==> src/rtl/sdclk_pkg.sv <==
package sdclk_pkg;

    localparam int LOG_MAX    = 10;           // largest ratio is 2**LOG_MAX
    localparam int SEL_W      = 4;            // holds log2 ratio 0..LOG_MAX
    localparam int CNT_W      = LOG_MAX - 1;  // half-period counter width
    localparam int ONEHOT_N   = 8;            // one-hot ratio bits
    localparam int POS_ONEHOT = 0;
    localparam int POS_RUN    = 8;
    localparam int POS_AUTO   = 9;
    localparam int POS_BYPASS = 10;
    localparam int POS_D1024  = 16;
    localparam int RESET_SEL  = LOG_MAX - 1;  // divide-by-512 after reset

    typedef logic [SEL_W-1:0] sel_t;
    typedef logic [CNT_W-1:0] cnt_t;

    typedef struct packed {
        logic run;
        logic auto_stop;
        sel_t sel;
    } ctrl_t;

    typedef struct packed {
        logic clk;
        logic stb;
        logic run1;
        sel_t sel_act;
        cnt_t cnt;
    } core_t;

    // last counter value of a half period for ratio 2**k (k >= 1)
    function automatic cnt_t half_last(sel_t k);
        int unsigned half;
        half = (32'd1 << k) >> 1;
        if (half == 0) return '0;
        return cnt_t'(half - 1);
    endfunction

endpackage

==> src/rtl/sdclk_ctrl_reg.sv <==
module sdclk_ctrl_reg
    import sdclk_pkg::*;
#(
    parameter int REG_W       = 32,
    parameter bit HAS_DIV1024 = 1'b1
) (
    input  logic             clk,
    input  logic             rst_n,
    input  logic             wr_en,
    input  logic [REG_W-1:0] wr_data,
    output logic             run_en,
    output logic             auto_stop,
    output sel_t             sel
);

    ctrl_t ctrl_d, ctrl_q;

    function automatic sel_t decode_sel(logic [REG_W-1:0] w);
        sel_t s;
        if (w[POS_BYPASS]) begin
            s = '0;
        end else begin
            s = sel_t'(1);
            if (w[POS_D1024])
                s = HAS_DIV1024 ? sel_t'(LOG_MAX) : sel_t'(LOG_MAX - 1);
            for (int i = ONEHOT_N - 1; i >= 0; i--)
                if (w[POS_ONEHOT + i]) s = sel_t'(i + 2);
        end
        return s;
    endfunction

    always_comb begin
        ctrl_d = ctrl_q;
        if (wr_en) begin
            ctrl_d.run       = wr_data[POS_RUN];
            ctrl_d.auto_stop = wr_data[POS_AUTO];
            ctrl_d.sel       = decode_sel(wr_data);
        end
    end

    always_ff @(posedge clk or negedge rst_n) begin
        if (!rst_n) begin
            ctrl_q.run       <= 1'b0;
            ctrl_q.auto_stop <= 1'b0;
            ctrl_q.sel       <= sel_t'(RESET_SEL);
        end else begin
            ctrl_q <= ctrl_d;
        end
    end

    assign run_en    = ctrl_q.run;
    assign auto_stop = ctrl_q.auto_stop;
    assign sel       = ctrl_q.sel;

    AST_SEL_RANGE: assert property (@(posedge clk) disable iff (!rst_n)
        ctrl_q.sel <= sel_t'(LOG_MAX));

    if (!HAS_DIV1024) begin : g_no_1024
        AST_NO_DIV1024: assert property (@(posedge clk) disable iff (!rst_n)
            ctrl_q.sel != sel_t'(LOG_MAX));
    end

endmodule

==> src/rtl/sdclk_div_core.sv <==
module sdclk_div_core
    import sdclk_pkg::*;
(
    input  logic clk,
    input  logic rst_n,
    input  logic run_req,
    input  sel_t sel_pend,
    output logic clk_div,
    output logic rise_stb,
    output logic fast_run
);

    core_t core_d, core_q;
    cnt_t  last;
    logic  at_end;

    always_comb begin
        core_d     = core_q;
        core_d.stb = 1'b0;
        last       = half_last(core_q.sel_act);
        at_end     = (core_q.cnt >= last);

        if (core_q.sel_act == '0) begin
            // pass-through: divided clock idle, pulses come from the gate
            core_d.clk     = 1'b0;
            core_d.cnt     = '0;
            core_d.sel_act = sel_pend;
            core_d.run1    = (sel_pend == '0) && run_req;
            core_d.stb     = core_q.run1;
        end else begin
            core_d.run1 = 1'b0;
            if (core_q.clk) begin
                if (at_end) begin
                    core_d.clk = 1'b0;
                    core_d.cnt = '0;
                end else begin
                    core_d.cnt = core_q.cnt + 1'b1;
                end
            end else if (at_end) begin
                // period boundary: only place rate and run state change
                core_d.sel_act = sel_pend;
                if (sel_pend == '0) begin
                    core_d.run1 = run_req;
                end else if (run_req) begin
                    core_d.clk = 1'b1;
                    core_d.cnt = '0;
                    core_d.stb = 1'b1;
                end
            end else begin
                core_d.cnt = core_q.cnt + 1'b1;
            end
        end
    end

    always_ff @(posedge clk or negedge rst_n) begin
        if (!rst_n) begin
            core_q.clk     <= 1'b0;
            core_q.stb     <= 1'b0;
            core_q.run1    <= 1'b0;
            core_q.sel_act <= sel_t'(RESET_SEL);
            core_q.cnt     <= '1;
        end else begin
            core_q <= core_d;
        end
    end

    assign clk_div  = core_q.clk;
    assign rise_stb = core_q.stb;
    assign fast_run = core_q.run1;

    AST_PARK_LOW: assert property (@(posedge clk) disable iff (!rst_n)
        (!run_req && !core_q.clk) |=> !core_q.clk);

    AST_HIGH_MIN: assert property (@(posedge clk) disable iff (!rst_n)
        ($rose(core_q.clk) && core_q.sel_act >= sel_t'(2)) |=> core_q.clk);

    AST_RATE_HOLD: assert property (@(posedge clk) disable iff (!rst_n)
        core_q.clk |=> $stable(core_q.sel_act));

    AST_STB_ON_RISE: assert property (@(posedge clk) disable iff (!rst_n)
        (core_q.stb && !$past(core_q.run1)) |-> (core_q.clk && !$past(core_q.clk)));

endmodule

==> src/rtl/sdclk_fast_gate.sv <==
module sdclk_fast_gate (
    input  logic clk,
    input  logic rst_n,
    input  logic fast_run,
    input  logic clk_div,
    output logic sd_clk
);

    logic gate_d, gate_q;

    always_comb begin
        gate_d = fast_run;
    end

    // updated while clk is low so the AND below never truncates a pulse
    always_ff @(negedge clk or negedge rst_n) begin
        if (!rst_n) gate_q <= 1'b0;
        else        gate_q <= gate_d;
    end

    assign sd_clk = (clk & gate_q) | clk_div;

    AST_GATE_EXCL: assert property (@(posedge clk) disable iff (!rst_n)
        gate_q |-> !clk_div);

endmodule

==> src/rtl/sdclk_divider.sv <==
module sdclk_divider
    import sdclk_pkg::*;
#(
    parameter int REG_W       = 32,
    parameter bit HAS_DIV1024 = 1'b1
) (
    input  logic             clk,
    input  logic             rst_n,
    input  logic             cfg_wr,
    input  logic [REG_W-1:0] cfg_wdata,
    input  logic             host_busy,
    output logic             sd_clk,
    output logic             sd_clk_stb
);

    logic run_en;
    logic auto_stop;
    sel_t sel;
    logic run_req;
    logic clk_div;
    logic fast_run;

    sdclk_ctrl_reg #(
        .REG_W      (REG_W),
        .HAS_DIV1024(HAS_DIV1024)
    ) u_ctrl (
        .clk      (clk),
        .rst_n    (rst_n),
        .wr_en    (cfg_wr),
        .wr_data  (cfg_wdata),
        .run_en   (run_en),
        .auto_stop(auto_stop),
        .sel      (sel)
    );

    assign run_req = run_en && !(auto_stop && !host_busy);

    sdclk_div_core u_core (
        .clk     (clk),
        .rst_n   (rst_n),
        .run_req (run_req),
        .sel_pend(sel),
        .clk_div (clk_div),
        .rise_stb(sd_clk_stb),
        .fast_run(fast_run)
    );

    sdclk_fast_gate u_gate (
        .clk     (clk),
        .rst_n   (rst_n),
        .fast_run(fast_run),
        .clk_div (clk_div),
        .sd_clk  (sd_clk)
    );

endmodule

==> config.mk <==
export PLATFORM = sky130hd
export DESIGN_NAME = sdclk_divider
export DESIGN_NICKNAME = d
export VERILOG_FILES = /design/src/rtl/sdclk_pkg.sv /design/src/rtl/sdclk_ctrl_reg.sv /design/src/rtl/sdclk_div_core.sv /design/src/rtl/sdclk_fast_gate.sv /design/src/rtl/sdclk_divider.sv
export SDC_FILE = /design/constraint.sdc
export NUM_CORES = 1
export LEC_CHECK = 0
export BUFFER_PORTS_ARGS = -buffer_cell sky130_fd_sc_hd__buf_2
export CAP_MARGIN = 20
export CORE_MARGIN = 4
export CORE_UTILIZATION = 45
export DETAILED_ROUTE_END_ITERATION = 8
export HOLD_SLACK_MARGIN = 0.06
export MAX_ROUTING_LAYER = met4
export PLACE_DENSITY = 0.72
export SLEW_MARGIN = 20
export SYNTH_ARGS = -nofsm -noshare
export SYNTH_HDL_FRONTEND = slang
export SYNTH_SLANG_ARGS = --single-unit
==> constraint.sdc <==
create_clock -name clk -period 3.41 [get_ports clk]
set_input_delay 0.5115 -clock clk [delete_from_list [all_inputs] [get_ports clk]]
set_output_delay 0.5115 -clock clk [all_outputs]
set_load 0.02 [all_outputs]
=== Word level (Yosys, flattened, before mapping) ===
Cells that the tools add are included.

* Eq/ne operators: 3
* Add/subtract/negate cells: 2
* Reduce and logical (&&, ||, !) cells: 11
* Bitwise logic cells: 2
* $lt $le $gt $ge: 1
* Shifts and indexed selects: 1
* Multiplexer cells: 26

{| class="wikitable"
|+ Operators with widths
! cell !! number
|-
| 9-bit 2-to-1 mux || 7
|-
| 4-bit 2-to-1 mux || 10
|-
| 32-bit logical NOT || 1
|-
| 1-bit by 4-bit << shifter with 32-bit output, first input constant || 1
|-
| 16-bit 2-to-1 mux || 1
|-
| 9-bit by 1-bit adder with 9-bit output, second input constant || 1
|-
| 9-bit greater-or-equal comparator || 1
|-
| 9-bit by 1-bit subtractor with 9-bit output, second input constant || 1
|-
| 4-bit logical NOT || 2
|-
| 7-bit 2-to-1 mux || 1
|-
| 6-bit 2-to-1 mux || 1
|-
| 1-bit 2-to-1 mux || 4
|-
| 2-bit 2-to-1 mux || 2
|-
| 4-bit by 2-bit inequality test with 1-bit output, second input constant || 1
|-
| 4-bit by 3-bit inequality test with 1-bit output, second input constant || 1
|-
| 2-bit AND reduction || 2
|-
| 1-bit logical AND || 3
|-
| 1-bit logical NOT || 2
|-
| 2-bit inequality test, second input constant || 1
|-
| 2-bit nonzero test || 1
|-
| 1-bit bitwise AND || 1
|-
| 1-bit bitwise OR || 1
|}

* Input bits: 36
* Output and inout bits: 2
* Register bits: 23
* Word-level logic and storage cells: 55

=== Longest topological paths before layout ===
* Depth after elaboration: 10
* Mapped depth: 14
* Depth with buffers taken out: 11

=== By module ===
Synthesis repeated with hierarchy kept, for this count alone.

* Cell total of the unflattened synthesis: 158
* Area, all modules: 1555.2 µm²

{| class="wikitable"
|+ Modules (own cells, without submodules)
! module !! cells each !! instances !! area each (µm²) !! sequential area each (µm²)
|-
| sdclk_div_core || 123 || 1 || 1198.6 || 414.1
|-
| sdclk_ctrl_reg || 31 || 1 || 312.8 || 152.6
|-
| sdclk_fast_gate || 2 || 1 || 32.5 || 25.0
|-
| sdclk_divider || 2 || 1 || 11.3 || 0.0
|}

==> reports/metrics.cfg <==
[final_layout]
multi_input_area_um2=853.3
register_area_um2=591.8
mostFrequentLayoutCell=buf_2
mostFrequentLayoutCells=17 x buf_2, 14 x nand2_1, 14 x a21oi_1
drive_above_1_share_pct=27.98
areaGrowthSynthToFinish_pct=14.42
nets=241
num_antenna_cells=0
num-fill-cells=282

[setup_path]
critical-path-max-stage-delay_ns=0.41
worstPathCellList=a21o_1, buf_2
r2r_slack_ns=0.22
reg2reg_from=u_core.core_q[9]
r2r-end=u_core.core_q[7]
end_kind=output port
r2r_cells=12
cp-start-kind=flop
crit_arrival_ns=2.80
worstPathMaxFanout=1
slowest_stage=dfrtn_1
path_class=reg2out
required_ns=2.90

[detailed_routing]
ant_nets=0
wire_per_inst_um=13.86
drc=0
vias=1356
dr.pass1.iters=4
wl_mm=3.286
vias_per_cell=5.722
drt_iter0_drc=42

[yosys]
netlist_area_um2=1510
synth_cell_type_count=42
seq_area_frac_synth_pct=39.19
synth-seq-cells=23
yosysWarnings=0
syn_nets=218
synth_ff_type=dfstp_2
synth-edff-count=0
synth-async-reset-ratio_pct=100.0
syn_area_per_cell_um2=8.832
syn_inst=171

[sta]
final-max-slew-violation-count=0
maxSlewHeadroom_pct=47.93
skew_ns=0.02213
finalHoldViolCount=0
tightest_slew_ns=0.7739
setup_viol=0
fin_ws_ns=0.09887
setup_tns_ns=0

[floorplan]
die_x_um=65.93
die_height_um=65.93
rows=20
core_um2=3128
initial_core_util_pct=48.28
ioPinCount=38
dieArea_um2=4347

[outcome]
status=finished, final reports clean

[global_routing]
antenna_found_initial=0
grt_max_degree=23
grt.total_usage_pct=16.93
overflow=0
grt_pass1_vias=1308
grt_pass1_wl_mm=5.637

[pwr]
p_leak_uw=0.0007281
finalPower_uw=1591
p_per_area_nw_per_um2=920.7
max-vdd-ir-drop_mv=0.7836

[clock_network]
cts_tree=yes
cts.clk_slew.worst_paths_ns=0.15
hold_buffers=0
clk-insertion-delay-late_ns=0.43

[flow_run]
drv_cap=0

[placement]
dp_hpwl_mm=2.459
gp_congestion=0.7863
pre_cts_slack_ns=0.09750
portBuffers=17

[hold_path]
hold_path.class=in2async

[routing by layer]
layer  global-route usage, %  part of all wire (%)  vias to the layer above
met5                       -                     0                        -
met4                   6.599                  0.70                        0
met3                   2.721                   4.3                        5
met2                   26.28                    48                       36
met1                   22.22                    47                      641
li1                        -                     -                      674
[area by class of cell]
cell class / count / area share, %
clock buffer: 7 / 2.896
clock inverter: 1 / 0.4345
inverter: 12 / 2.607
multi-input combinational: 128 / 49.38
sequential: 23 / 34.25
tap: 44 / 3.186
timing repair buffer: 22 / 7.241
[power by group]
part / internal [µW] / switching [µW]
logic: 405 / 565
registers: 356 / 67.7
clock network: 89.1 / 108
total: 850 / 741
[flip-flops by register name (all words and copies together), names as in the netlist]
signal and cells:
u_core.fast_run 1, u_ctrl.auto_stop 1, u_core.clk_div 1, u_gate.gate_q 1, u_core.rise_stb 1, u_ctrl.sel 4, u_ctrl.run_en 1, u_core.core_q 13
[cells by family (layout without fill, tap and decap cells)]
kind of cell / after synthesis / after routing / share of synthesized area (%)
mux: 3 / 3 / 2.154
fa+ha+maj: 11 / 11 / 9.113
simple gates: 63 / 63 / 22.78
flops: 23 / 23 / 39.19
compound gates: 51 / 51 / 21.29
buf+inv: 20 / 42 / 5.468
[cell usage after synthesis (all sizes together), types with 5 or more instances]
cell	instances	area share, %
o21ai	14	4.6
nor3b	5	2.8
dfstp	13	23
nor2	9	2.2
ha	11	9.1
nand3	6	2.0
inv	12	3.0
nor3	5	1.7
clkbuf	7	1.7
a21oi	14	4.6
nand2	14	3.5
dfrtp	9	15
[worst max path at each step]
stage                           startpoint               end  slack (ns)
after CTS                 u_core.core_q[9]  u_core.core_q[7]        0.06
after global routing      u_core.core_q[9]  u_core.core_q[7]      -0.004
after floorplan           u_core.core_q[9]  u_core.core_q[4]        0.09
after detailed placement  u_core.core_q[9]  u_core.core_q[7]         0.1
final                        u_gate.gate_q            sd_clk         0.1
after global placement    u_core.core_q[9]  u_core.core_q[7]        0.17
[critical path, delay by kind of cell (launching register included)]
family                 cells  cell delay (ns)
AO/OA/AOI/OAI              1             0.10
flip-flops                 1             0.41
buffers and inverters      1             0.15
[per-stage QoR]
step / std cells / utilization [%] / cell area [µm²] / hold WS (ns)
floorplan: 171 / - / 1510 / 0.2159
global placement: 228 / 52.52 / 1643 / 0.4813
detailed placement: 228 / 52.52 / 1643 / 0.4852
CTS: 235 / 54.20 / 1695 / 0.07181
global route: 237 / 55.24 / 1728 / 0.06783
finish: 237 / 55.24 / 1728 / 0.05226
[repair_timing]
action / in CTS / in global routing
gates resized for setup: 0 / 6
setup endpoints to repair: 0 / 14
hold endpoints to repair: 0 / 0
setup buffers: 0 / 2
(Power assumes the default switching activity.)
